$ cat src/rtl/extint_pkg.sv
// Shared definitions for the external interrupt pin detector.
package extint_pkg;
    // Detection mode selected by the mode input.
    typedef enum logic {
        DET_EDGE       = 1'b0,
        DET_EDGE_LEVEL = 1'b1
    } det_mode_e;

    // Default synchronizer depth; two flops is the minimum accepted.
    localparam int SYNC_STAGES_DEF = 2;
endpackage

$ cat src/rtl/extint_sync.sv
// Flop-chain synchronizer for the asynchronous pad input.
// Assumes STAGES >= 2; output lags the pad by STAGES clock edges.
module extint_sync #(
    parameter int STAGES = 2
) (
    input  logic clk,
    input  logic rst_n,
    input  logic pin_i,
    output logic pin_sync_o
);
    localparam int LAST = STAGES - 1;

    logic [LAST:0] chain_q;

    generate
        for (genvar i = 0; i < STAGES; i++) begin : g_stage
            if (i == 0) begin : g_first
                // First stage samples the raw pad.
                always_ff @(posedge clk) begin
                    if (!rst_n) chain_q[0] <= 1'b0;
                    else        chain_q[0] <= pin_i;
                end
            end else begin : g_next
                // Later stages shift the sample along the chain.
                always_ff @(posedge clk) begin
                    if (!rst_n) chain_q[i] <= 1'b0;
                    else        chain_q[i] <= chain_q[i-1];
                end
            end
        end
    endgenerate

    assign pin_sync_o = chain_q[LAST];
endmodule

$ cat src/rtl/extint_edge.sv
// Polarity normalisation and assertion-edge detection.
// The previous-sample register is forced deasserted while the pin is
// disabled, so enabling an already asserted pin counts as an edge.
module extint_edge
    import extint_pkg::*;
(
    input  logic clk,
    input  logic rst_n,
    input  logic pin_sync_i,
    input  logic pin_en_i,
    input  logic pol_hi_i,
    input  logic mode_lvl_i,
    output logic asserted_o,
    output logic set_o
);
    det_mode_e mode;
    logic      prev_q;
    logic      rise;

    // Map the synchronized level onto "asserted" for the chosen polarity.
    always_comb begin
        mode       = det_mode_e'(mode_lvl_i);
        asserted_o = pol_hi_i ? pin_sync_i : ~pin_sync_i;
    end

    // Remember the last asserted state; held low while disabled.
    always_ff @(posedge clk) begin
        if (!rst_n)         prev_q <= 1'b0;
        else if (!pin_en_i) prev_q <= 1'b0;
        else                prev_q <= asserted_o;
    end

    // Set on a deasserted-to-asserted move, or on a held level in level mode.
    always_comb begin
        rise  = asserted_o & ~prev_q;
        set_o = 1'b0;
        if (pin_en_i) begin
            if (mode == DET_EDGE_LEVEL) set_o = rise | asserted_o;
            else                        set_o = rise;
        end
    end
endmodule

$ cat src/rtl/extint_flag.sv
// Status flag register: the set request wins over the clear strobe.
module extint_flag (
    input  logic clk,
    input  logic rst_n,
    input  logic set_i,
    input  logic clr_i,
    output logic flag_o
);
    // Hold, clear on strobe, set on event (set has priority).
    always_ff @(posedge clk) begin
        if (!rst_n)     flag_o <= 1'b0;
        else if (set_i) flag_o <= 1'b1;
        else if (clr_i) flag_o <= 1'b0;
    end
endmodule

$ cat src/rtl/extint_detect.sv
// External interrupt pin detector top level.
// Synchronizes the pad, detects assertion events, latches a flag, gates the
// processor request, and drives wake and pull-control outputs.
// Assumes flag_clr_i is a single-cycle pulse in the core clock domain.
module extint_detect
    import extint_pkg::*;
#(
    parameter int SYNC_STAGES = SYNC_STAGES_DEF
) (
    input  logic clk,
    input  logic rst_n,
    input  logic pin_i,
    input  logic pin_en_i,
    input  logic pol_hi_i,
    input  logic mode_lvl_i,
    input  logic irq_en_i,
    input  logic pull_dis_i,
    input  logic flag_clr_i,
    output logic flag_o,
    output logic irq_o,
    output logic pin_lvl_o,
    output logic wake_o,
    output logic pull_up_o,
    output logic pull_dn_o
);
    logic pin_sync;
    logic asserted_lvl;
    logic set_evt;
    logic pull_on;

    extint_sync #(.STAGES(SYNC_STAGES)) u_sync (
        .clk        (clk),
        .rst_n      (rst_n),
        .pin_i      (pin_i),
        .pin_sync_o (pin_sync)
    );

    extint_edge u_edge (
        .clk        (clk),
        .rst_n      (rst_n),
        .pin_sync_i (pin_sync),
        .pin_en_i   (pin_en_i),
        .pol_hi_i   (pol_hi_i),
        .mode_lvl_i (mode_lvl_i),
        .asserted_o (asserted_lvl),
        .set_o      (set_evt)
    );

    extint_flag u_flag (
        .clk    (clk),
        .rst_n  (rst_n),
        .set_i  (set_evt),
        .clr_i  (flag_clr_i),
        .flag_o (flag_o)
    );

    // Request, readout, clockless wake path and pull-device control.
    always_comb begin
        irq_o     = flag_o & irq_en_i & pin_en_i;
        pin_lvl_o = pin_sync;
        wake_o    = pin_en_i & (pol_hi_i ? pin_i : ~pin_i);
        pull_on   = pin_en_i & ~pull_dis_i;
        pull_up_o = pull_on & ~pol_hi_i;
        pull_dn_o = pull_on & pol_hi_i;
    end
endmodule

$ cat config.mk
export PLATFORM = sky130hd
export DESIGN_NAME = extint_detect
export DESIGN_NICKNAME = d
export VERILOG_FILES = /design/src/rtl/extint_pkg.sv /design/src/rtl/extint_sync.sv /design/src/rtl/extint_edge.sv /design/src/rtl/extint_flag.sv /design/src/rtl/extint_detect.sv
export SDC_FILE = /design/constraint.sdc
export NUM_CORES = 1
export LEC_CHECK = 0
export BUFFER_PORTS_ARGS = -buffer_cell sky130_fd_sc_hd__buf_2
export CORE_AREA = 2 2 39 41
export CTS_CLUSTER_DIAMETER = 100
export DETAILED_ROUTE_END_ITERATION = 6
export DIE_AREA = 0 0 41 43
export GPL_TIMING_DRIVEN = 0
export PLACE_DENSITY = 0.35
export SYNTH_ARGS = -nofsm -noshare
export SYNTH_HDL_FRONTEND = slang
export SYNTH_SLANG_ARGS = --single-unit
$ cat constraint.sdc
create_clock -name clk -period 1.65 [get_ports clk]
set_clock_uncertainty 0.05 [all_clocks]
set_input_delay 0.33 -clock clk [delete_from_list [all_inputs] [get_ports clk]]
set_output_delay 0.33 -clock clk [all_outputs]
set_load 0.1 [all_outputs]
## After elaboration in Yosys (flattened, before gate mapping)

Cells that the tools add are included.

| storage, ports and cells | value |
|---|---|
| memory bits (writable) | 0 |
| bits in registers | 4 |
| bits in latches | 0 |
| bits in read-only memories | 0 |
| memories kept | 0 |
| input port bits | 9 |
| output and inout bits | 6 |
| logic and storage cells | 25 |

| operators by class | value |
|---|---|
| muxes and demuxes | 6 |
| multiply operators | 0 |
| shifts and indexed selects | 0 |
| equal/unequal tests | 0 |
| reduce and logical (&&, ||, !) cells | 2 |
| add/subtract/negate cells | 0 |
| $lt $le $gt $ge | 0 |
| bitwise logic cells | 13 |
| divide/modulo/power cells | 0 |

Operator list:

| kind | number |
|---|---|
| $and A1 B1 Y1 | 7 |
| $mux W1 | 6 |
| $not A1 Y1 | 5 |
| $reduce_and A2 Y1 | 1 |
| $reduce_bool A2 Y1 | 1 |
| $or A1 B1 Y1 | 1 |

## Depth between registers and ports, before layout

Gate-level depths: netlist of run 1.

| depth | value |
|---|---|
| word-level depth | 7 |
| gate-level depth with buffers | 2 |
| gate-level depth less buffers | 2 |

## Cells and area by module

A second synthesis of run 1 with hierarchy kept.

| second synthesis, totals | value |
|---|---|
| cell total of the unflattened synthesis | 17 |
| area total of the unflattened synthesis | 180.2 sq um |

By module, submodules not included:

| module | cells an instance | area an instance (sq um) | times used | sequential area each (sq um) |
|---|---|---|---|---|
| extint_sync | 4 | 52.6 | 1 | 40.0 |
| extint_edge | 5 | 47.5 | 1 | 20.0 |
| extint_flag | 3 | 41.3 | 1 | 20.0 |
| extint_detect | 5 | 38.8 | 1 | 0.0 |

## Worst setup path after synthesis of run 1

Ideal clock, no wire load.

| path | value |
|---|---|
| path kind | in2out |
| start | input pull_dis_i |
| end | output pull_up_o |
| data arrival time | 2.542 ns |
| path slack | -1.272 ns |
| stages on the path | 1 |
| data required time | 1.270 ns |
| cells stage by stage | nor3b_1 |

| on the way | value |
|---|---|
| longest elaborated chain between the ends | 3 |

RTL lines:

| what | line | RTL |
|---|---|---|
| start, declared | extint_detect.sv:17 | `input logic pull_dis_i,` |
| $not A1 Y1 | extint_detect.sv:62 | `pull_on = pin_en_i & ~pull_dis_i;` |
| $and A1 B1 Y1 | extint_detect.sv:62 |  |
| $and A1 B1 Y1 | extint_detect.sv:63 | `pull_up_o = pull_on & ~pol_hi_i;` |
| end, declared | extint_detect.sv:23 | `output logic pull_up_o,` |

No other way between the ends.

## Final worst setup path of run 1

| path | value |
|---|---|
| start | input pol_hi_i |
| end | output wake_o |

| on the way | value |
|---|---|
| longest elaborated chain between the ends | 2 |

RTL lines:

| what | line | RTL |
|---|---|---|
| start, declared | extint_detect.sv:14 | `input logic pol_hi_i,` |
| $mux W1 | extint_detect.sv:61 | `wake_o = pin_en_i & (pol_hi_i ? pin_i : ~pin_i);` |
| $and A1 B1 Y1 | extint_detect.sv:61 |  |
| end, declared | extint_detect.sv:22 | `output logic wake_o,` |

No other way between the ends.

==> results.json, run 1 <==
{
  "outcome": "complete, no violations",
  "nNetsFinal": 45,
  "finalCriticalPeriod_ns": 1.524,
  "clockPowerShare_pct": 38.1,
  "yosys.area_share.simple_pct": 36.69,
  "pre_cts_ws_ns": 0.1209,
  "wl_met1_um": 187,
  "clock_sinks": 4,
  "synth_compound_area_share_pct": 7.194,
  "grt_setup_unrepaired": "no",
  "start_util_pct": 12.57,
  "leakage_nw": 0.1515,
  "numCtsBuffers": 3,
  "yosysWarningCount": 0,
  "rows": 14,
  "synth_top_area_share_pct": 46.04,
  "cts_tree": "done",
  "num_io_pins": 15,
  "area_growth_pct": 69.06,
  "switchingPower_uw": 107.2,
  "vias": 184,
  "track_usage_pct": 6.419,
  "grt_pass1_wl_um": 621,
  "finalSetupViolCount": 0,
  "drc": 0,
  "path_cells": "buf_2 -> xnor2_1 -> and2_1 -> buf_2",
  "worstSetupStartpointType": "input pin",
  "cts_resized": 0,
  "wl_met2_um": 158,
  "cts_root_buffer": "clkbuf_4",
  "syn_nets": 26,
  "die_w_um": 41,
  "synthXorXnorAreaFrac_pct": 10.07,
  "n_antenna_cell": 0,
  "finalHoldViolCount": 0,
  "met3_length_um": 107,
  "design.core.area_mm2": 0.001384,
  "crit_top_cell": "buf_2",
  "critPathArrivalTime_ns": 1.14,
  "sw_frac_of_total_pct": 34.33,
  "max_cap_violations": 0,
  "synth-seq-area-share_pct": 46.04,
  "synth.largest_area_cell": "dfxtp_1",
  "wl_um": 452,
  "final_cells": 50,
  "htreeDepth": 1,
  "cp_data_required_time_ns": 1.27,
  "first_pass_iters": 2,
  "setup_tns_ns": 0,
  "internal_power_uw": 205.1,
  "critPathBufInv": 2,
  "timing.slew.headroom_pct": 67.54,
  "yosys-top-cells-area": "dfxtp_1 46%, and2_1 11%, o31ai_2 7.2%",
  "routed_via_density": 3.680,
  "synthMuxAreaShare_pct": 0,
  "placed_area_um2": 271.5,
  "syn-cell-area_um2": 173.9,
  "cpLargestDelayFamily": "buffers and inverters",
  "final_max_slew_viol_count": 0,
  "end_kind": "output port",
  "grt_pass1_vias": 155,
  "hold_path.class": "input pin to register",
  "power.density_mw_per_mm2": 1062,
  "holdPathStages": 2,
  "fin_crit_sh_pct": 92.34,
  "final_area_um2": 294.0,
  "criticalPathCategory": "input pin to output port",
  "critPathMaxStageDelay_ns": 0.42,
  "antenna_found_initial": 0,
  "synth_top_family_by_area": "simple AND/OR/NAND/NOR gates",
  "antenna_left": 0,
  "overflow": 0,
  "power_frac_comb_pct": 28.2,
  "die_area_mm2": 0.001763,
  "yosysUniqueCellTypes": 12,
  "drt-initial-drc-count": 2,
  "grt_max_degree": 6,
  "drive_above_1_share_pct": 64.71,
  "die_y_um": 43,
  "topRoutingLayerUsed": "met3",
  "cp_max_fo": 4,
  "clock_path_buffers": 2,
  "gp_congestion": 0.5055,
  "seqPwrFrac_pct": 33.7,
  "portBuffers": 14,
  "synth_seq_cells": 4,
  "ctsHoldBuffers": 0,
  "crit_slowest_cell": "buf_2",
  "peakVddDrop_mv": 0.4210,
  "fin_ws_ns": 0.1264,
  "wl_per_cell_um": 9.040,
  "tightest_slew_ns": 0.4903,
  "syn_area_per_cell_um2": 10.23,
  "path_clk_slew_ns": 0.03,
  "cts_setup_buffers": 0,
  "dpl.cell_count": 47,
  "syn_inst": 17,
  "path_depth": 4,
  "yosys.area_share.adder_pct": 0,
  "clk_latency_ns": 0.23,
  "worst-r2r-cell-count": 2,
  "fmax_mhz": 656.3
}
==> worst paths after layout <==
check               startpoint           endpoint  slack (ns)
min reg2reg  u_sync.chain_q[0]  u_sync.pin_sync_o        0.38
min                      pin_i  u_sync.chain_q[0]        0.28
max                   pol_hi_i             wake_o        0.13
max reg2reg  u_sync.pin_sync_o      u_flag.flag_o        0.83
==> state kept, by name, indices dropped and copies added (netlist names) <==
register / flops
u_edge.prev_q: 1
u_flag.flag_o: 1
u_sync.chain_q: 1
u_sync.pin_sync_o: 1
==> layout by cell type, fill, tap and decap left out <==
| cell | instances |
|---|---|
| o31ai_2 | 1 |
| dfxtp_1 | 3 |
| nand2_1 | 1 |
| xnor2_1 | 1 |
| dfxtp_2 | 1 |
| and2_1 | 3 |
| nor2_1 | 1 |
| nand3b_1 | 1 |
| buf_2 | 14 |
| nor3b_2 | 1 |
| and3_2 | 1 |
| xor2_1 | 1 |
| clkbuf_4 | 3 |
| and3b_2 | 1 |
| nor2b_1 | 1 |
==> synthesized netlist by cell type <==
| cell type | n |
|---|---|
| nor3b_1 | 1 |
| nand3b_1 | 1 |
| nor2_1 | 1 |
| o31ai_2 | 1 |
| and2_1 | 3 |
| and3b_2 | 1 |
| dfxtp_1 | 4 |
| xnor2_1 | 1 |
| nand2_1 | 1 |
| nor2b_1 | 1 |
| xor2_1 | 1 |
| and3_1 | 1 |
==> cell type report <==
type	count	area, um2
well taps	16	20.02
fillers	153	1090
clock buffers	3	22.52
repair buffers	14	70.07
multi-input cells	13	100.1
flip-flops and latches	4	81.33
==> metal layers <==
metal  up-vias  GRT usage [%]
met5         -              0
met1        74          5.769
li1         91              -
met2        19          6.875
met3         0          9.424
met4         0          4.000
==> cell families after synthesis <==
family                    after synthesis
xor gates and xnor gates                2
DFF                                     4
and+or+nand+nor                        10
AOI/OAI and AO/OA                       1
==> power groups by stage <==
stage                     clock [mW]  combinational, mW  sequential [mW]
after floorplan                    0             0.0475            0.126
after global placement             0             0.0880            0.106
after detailed placement           0             0.0888            0.107
after CTS                      0.127             0.0889            0.105
after global routing           0.137             0.0919            0.105
final                          0.119             0.0881            0.105
==> metrics by stage <==
stage	hold WS (ns)	utilization (%)	power [mW]
final	0.2800	21.25	0.3123
after CTS	0.2716	21.25	0.3210
after global routing	0.2765	21.25	0.3340
after detailed placement	0.3758	19.62	0.1954
after global placement	0.3671	19.62	0.1943
after floorplan	0.3618	-	0.1736
No activity file was read; power rests on OpenSTA's default activity.
==> run 2, diff against run 1 <==
PLACE_DENSITY = 0.34   (was 0.35)
==> results.json, run 2 (same netlist as run 1, synthesis figures left out) <==
{
  "outcome": "complete, no violations",
  "power.density_mw_per_mm2": 1049,
  "gp_congestion": 0.5498,
  "grt_pass1_vias": 152,
  "fmax_mhz": 657.2,
  "cts_resized": 0,
  "drive_above_1_share_pct": 64.71,
  "sw_frac_of_total_pct": 33.57,
  "overflow": 0,
  "leakage_nw": 0.1515,
  "internal_power_uw": 204.9,
  "power_frac_comb_pct": 28.5,
  "wl_um": 413,
  "drt-initial-drc-count": 1,
  "htreeDepth": 1,
  "grt_pass1_wl_um": 558,
  "crit_slowest_cell": "buf_2",
  "drc": 0,
  "r2r_start": "u_sync.pin_sync_o",
  "n_antenna_cell": 0,
  "final_common_cell": "buf_2",
  "r2r-end": "u_flag.flag_o",
  "placed_area_um2": 271.5,
  "path_cells": "buf_2 -> xnor2_1 -> and2_1 -> buf_2",
  "critPathArrivalTime_ns": 1.14,
  "crit_top_cell": "buf_2",
  "grt_max_degree": 6,
  "switchingPower_uw": 103.5,
  "num_io_pins": 15,
  "routed_via_density": 3.560,
  "path_clk_slew_ns": 0.04,
  "cts_tree": "done",
  "wl_per_cell_um": 8.260,
  "fin_crit_sh_pct": 92.22,
  "grt_setup_unrepaired": "no",
  "antenna_found_initial": 0,
  "track_usage_pct": 5.115,
  "first_pass_iters": 2,
  "finalHoldViolCount": 0,
  "criticalPathCategory": "input pin to output port",
  "vias": 178,
  "rows": 14,
  "portBuffers": 14,
  "finalSetupViolCount": 0,
  "start_util_pct": 12.57,
  "area_growth_pct": 69.06,
  "clock_path_buffers": 2,
  "rrSetupSlack_ns": 0.83,
  "final_max_slew_viol_count": 0,
  "cpLargestDelayFamily": "buffers and inverters",
  "cp-endpoint": "wake_o",
  "design.core.area_mm2": 0.001384,
  "die_w_um": 41,
  "clock_sinks": 4,
  "path_depth": 4,
  "cp-startpoint": "pol_hi_i",
  "layout_common_cells": "14 x buf_2, 3 x and2_1, 3 x clkbuf_4, 3 x dfxtp_1",
  "finalCriticalPeriod_ns": 1.522,
  "clk_latency_ns": 0.23,
  "tightest_slew_ns": 0.4888,
  "ctsHoldBuffers": 0,
  "peakVddDrop_mv": 0.4146,
  "whs_ns": 0.2843,
  "max_cap_violations": 0,
  "critPathMaxStageDelay_ns": 0.42,
  "worstSetupStartpointType": "input pin",
  "clockPowerShare_pct": 37.5,
  "antenna_left": 0,
  "fillers": 162,
  "die_y_um": 43,
  "critPathBufInv": 2,
  "hold_path.class": "input pin to register",
  "end_kind": "output port",
  "numCtsBuffers": 3,
  "worst-r2r-cell-count": 2,
  "die_area_mm2": 0.001763,
  "cp_max_fo": 4,
  "nNetsFinal": 45,
  "cts_setup_buffers": 0,
  "cts_root_buffer": "clkbuf_4",
  "timing.slew.headroom_pct": 67.64,
  "seqPwrFrac_pct": 34.0,
  "cp_data_required_time_ns": 1.27,
  "final_area_um2": 294.0
}
[run 2: layout make-up]
| type | instances | area, um2 | area share, % |
|---|---|---|---|
| flip-flops and latches | 4 | 81.33 | 27.66 |
| multi-input cells | 13 | 100.1 | 34.04 |
| clock buffers | 3 | 22.52 | 7.660 |
| well taps | 16 | 20.02 | 6.809 |
| repair buffers | 14 | 70.07 | 23.83 |
[run 2: metrics by stage]
step                util, %  std cells  setup TNS [ns]  total power [mW]  setup slack (ns)
finish                21.25         50               0            0.3084            0.1284
CTS                   21.25         50               0            0.3173            0.1191
global placement      19.62         47               0            0.1941            0.1246
global route          21.25         50               0            0.3244           0.06673
detailed placement    19.62         47               0            0.1950            0.1284
floorplan                 -         17         -0.2736            0.1736           -0.2736
[run 2: per-layer routing]
| metal | share of wire [%] | global-route usage, % | up-vias |
|---|---|---|---|
| met4 | 0 | 2.000 | 0 |
| met3 | 19 | 6.806 | 0 |
| met2 | 34 | 5.625 | 14 |
| met1 | 46 | 5.449 | 73 |
| met5 | 0 | 0 | - |
| li1 | - | - | 91 |
[run 2: worst min-delay path by stage]
| stage | end | cells past startpoint | slack, ns | startpoint |
|---|---|---|---|---|
| 2_1_floorplan | u_sync.pin_sync_o | 1 | 0.36 | u_sync.chain_q[0] |
| 3_3_place_gp | u_sync.pin_sync_o | 1 | 0.37 | u_sync.chain_q[0] |
| 3_5_place_dp | u_sync.pin_sync_o | 1 | 0.37 | u_sync.chain_q[0] |
| 4_1_cts | u_sync.chain_q[0] | 2 | 0.28 | pin_i |
| 5_1_grt | u_sync.chain_q[0] | 2 | 0.29 | pin_i |
| 6_report | u_sync.chain_q[0] | 2 | 0.28 | pin_i |
[run 2: power by group through the flow]
stage | registers, mW | clock network (mW) | logic (mW)
after detailed placement | 0.107 | 0 | 0.0885
after global placement | 0.106 | 0 | 0.0878
after floorplan | 0.126 | 0 | 0.0475
after CTS | 0.105 | 0.124 | 0.0887
final | 0.105 | 0.116 | 0.0878
after global routing | 0.106 | 0.127 | 0.0918
[run 2: worst reg2reg max path: stages (launching register included)]
cell and delay [ns]:
dfxtp_1 0.31, xor2_1 0.16, o31ai_2 0.21
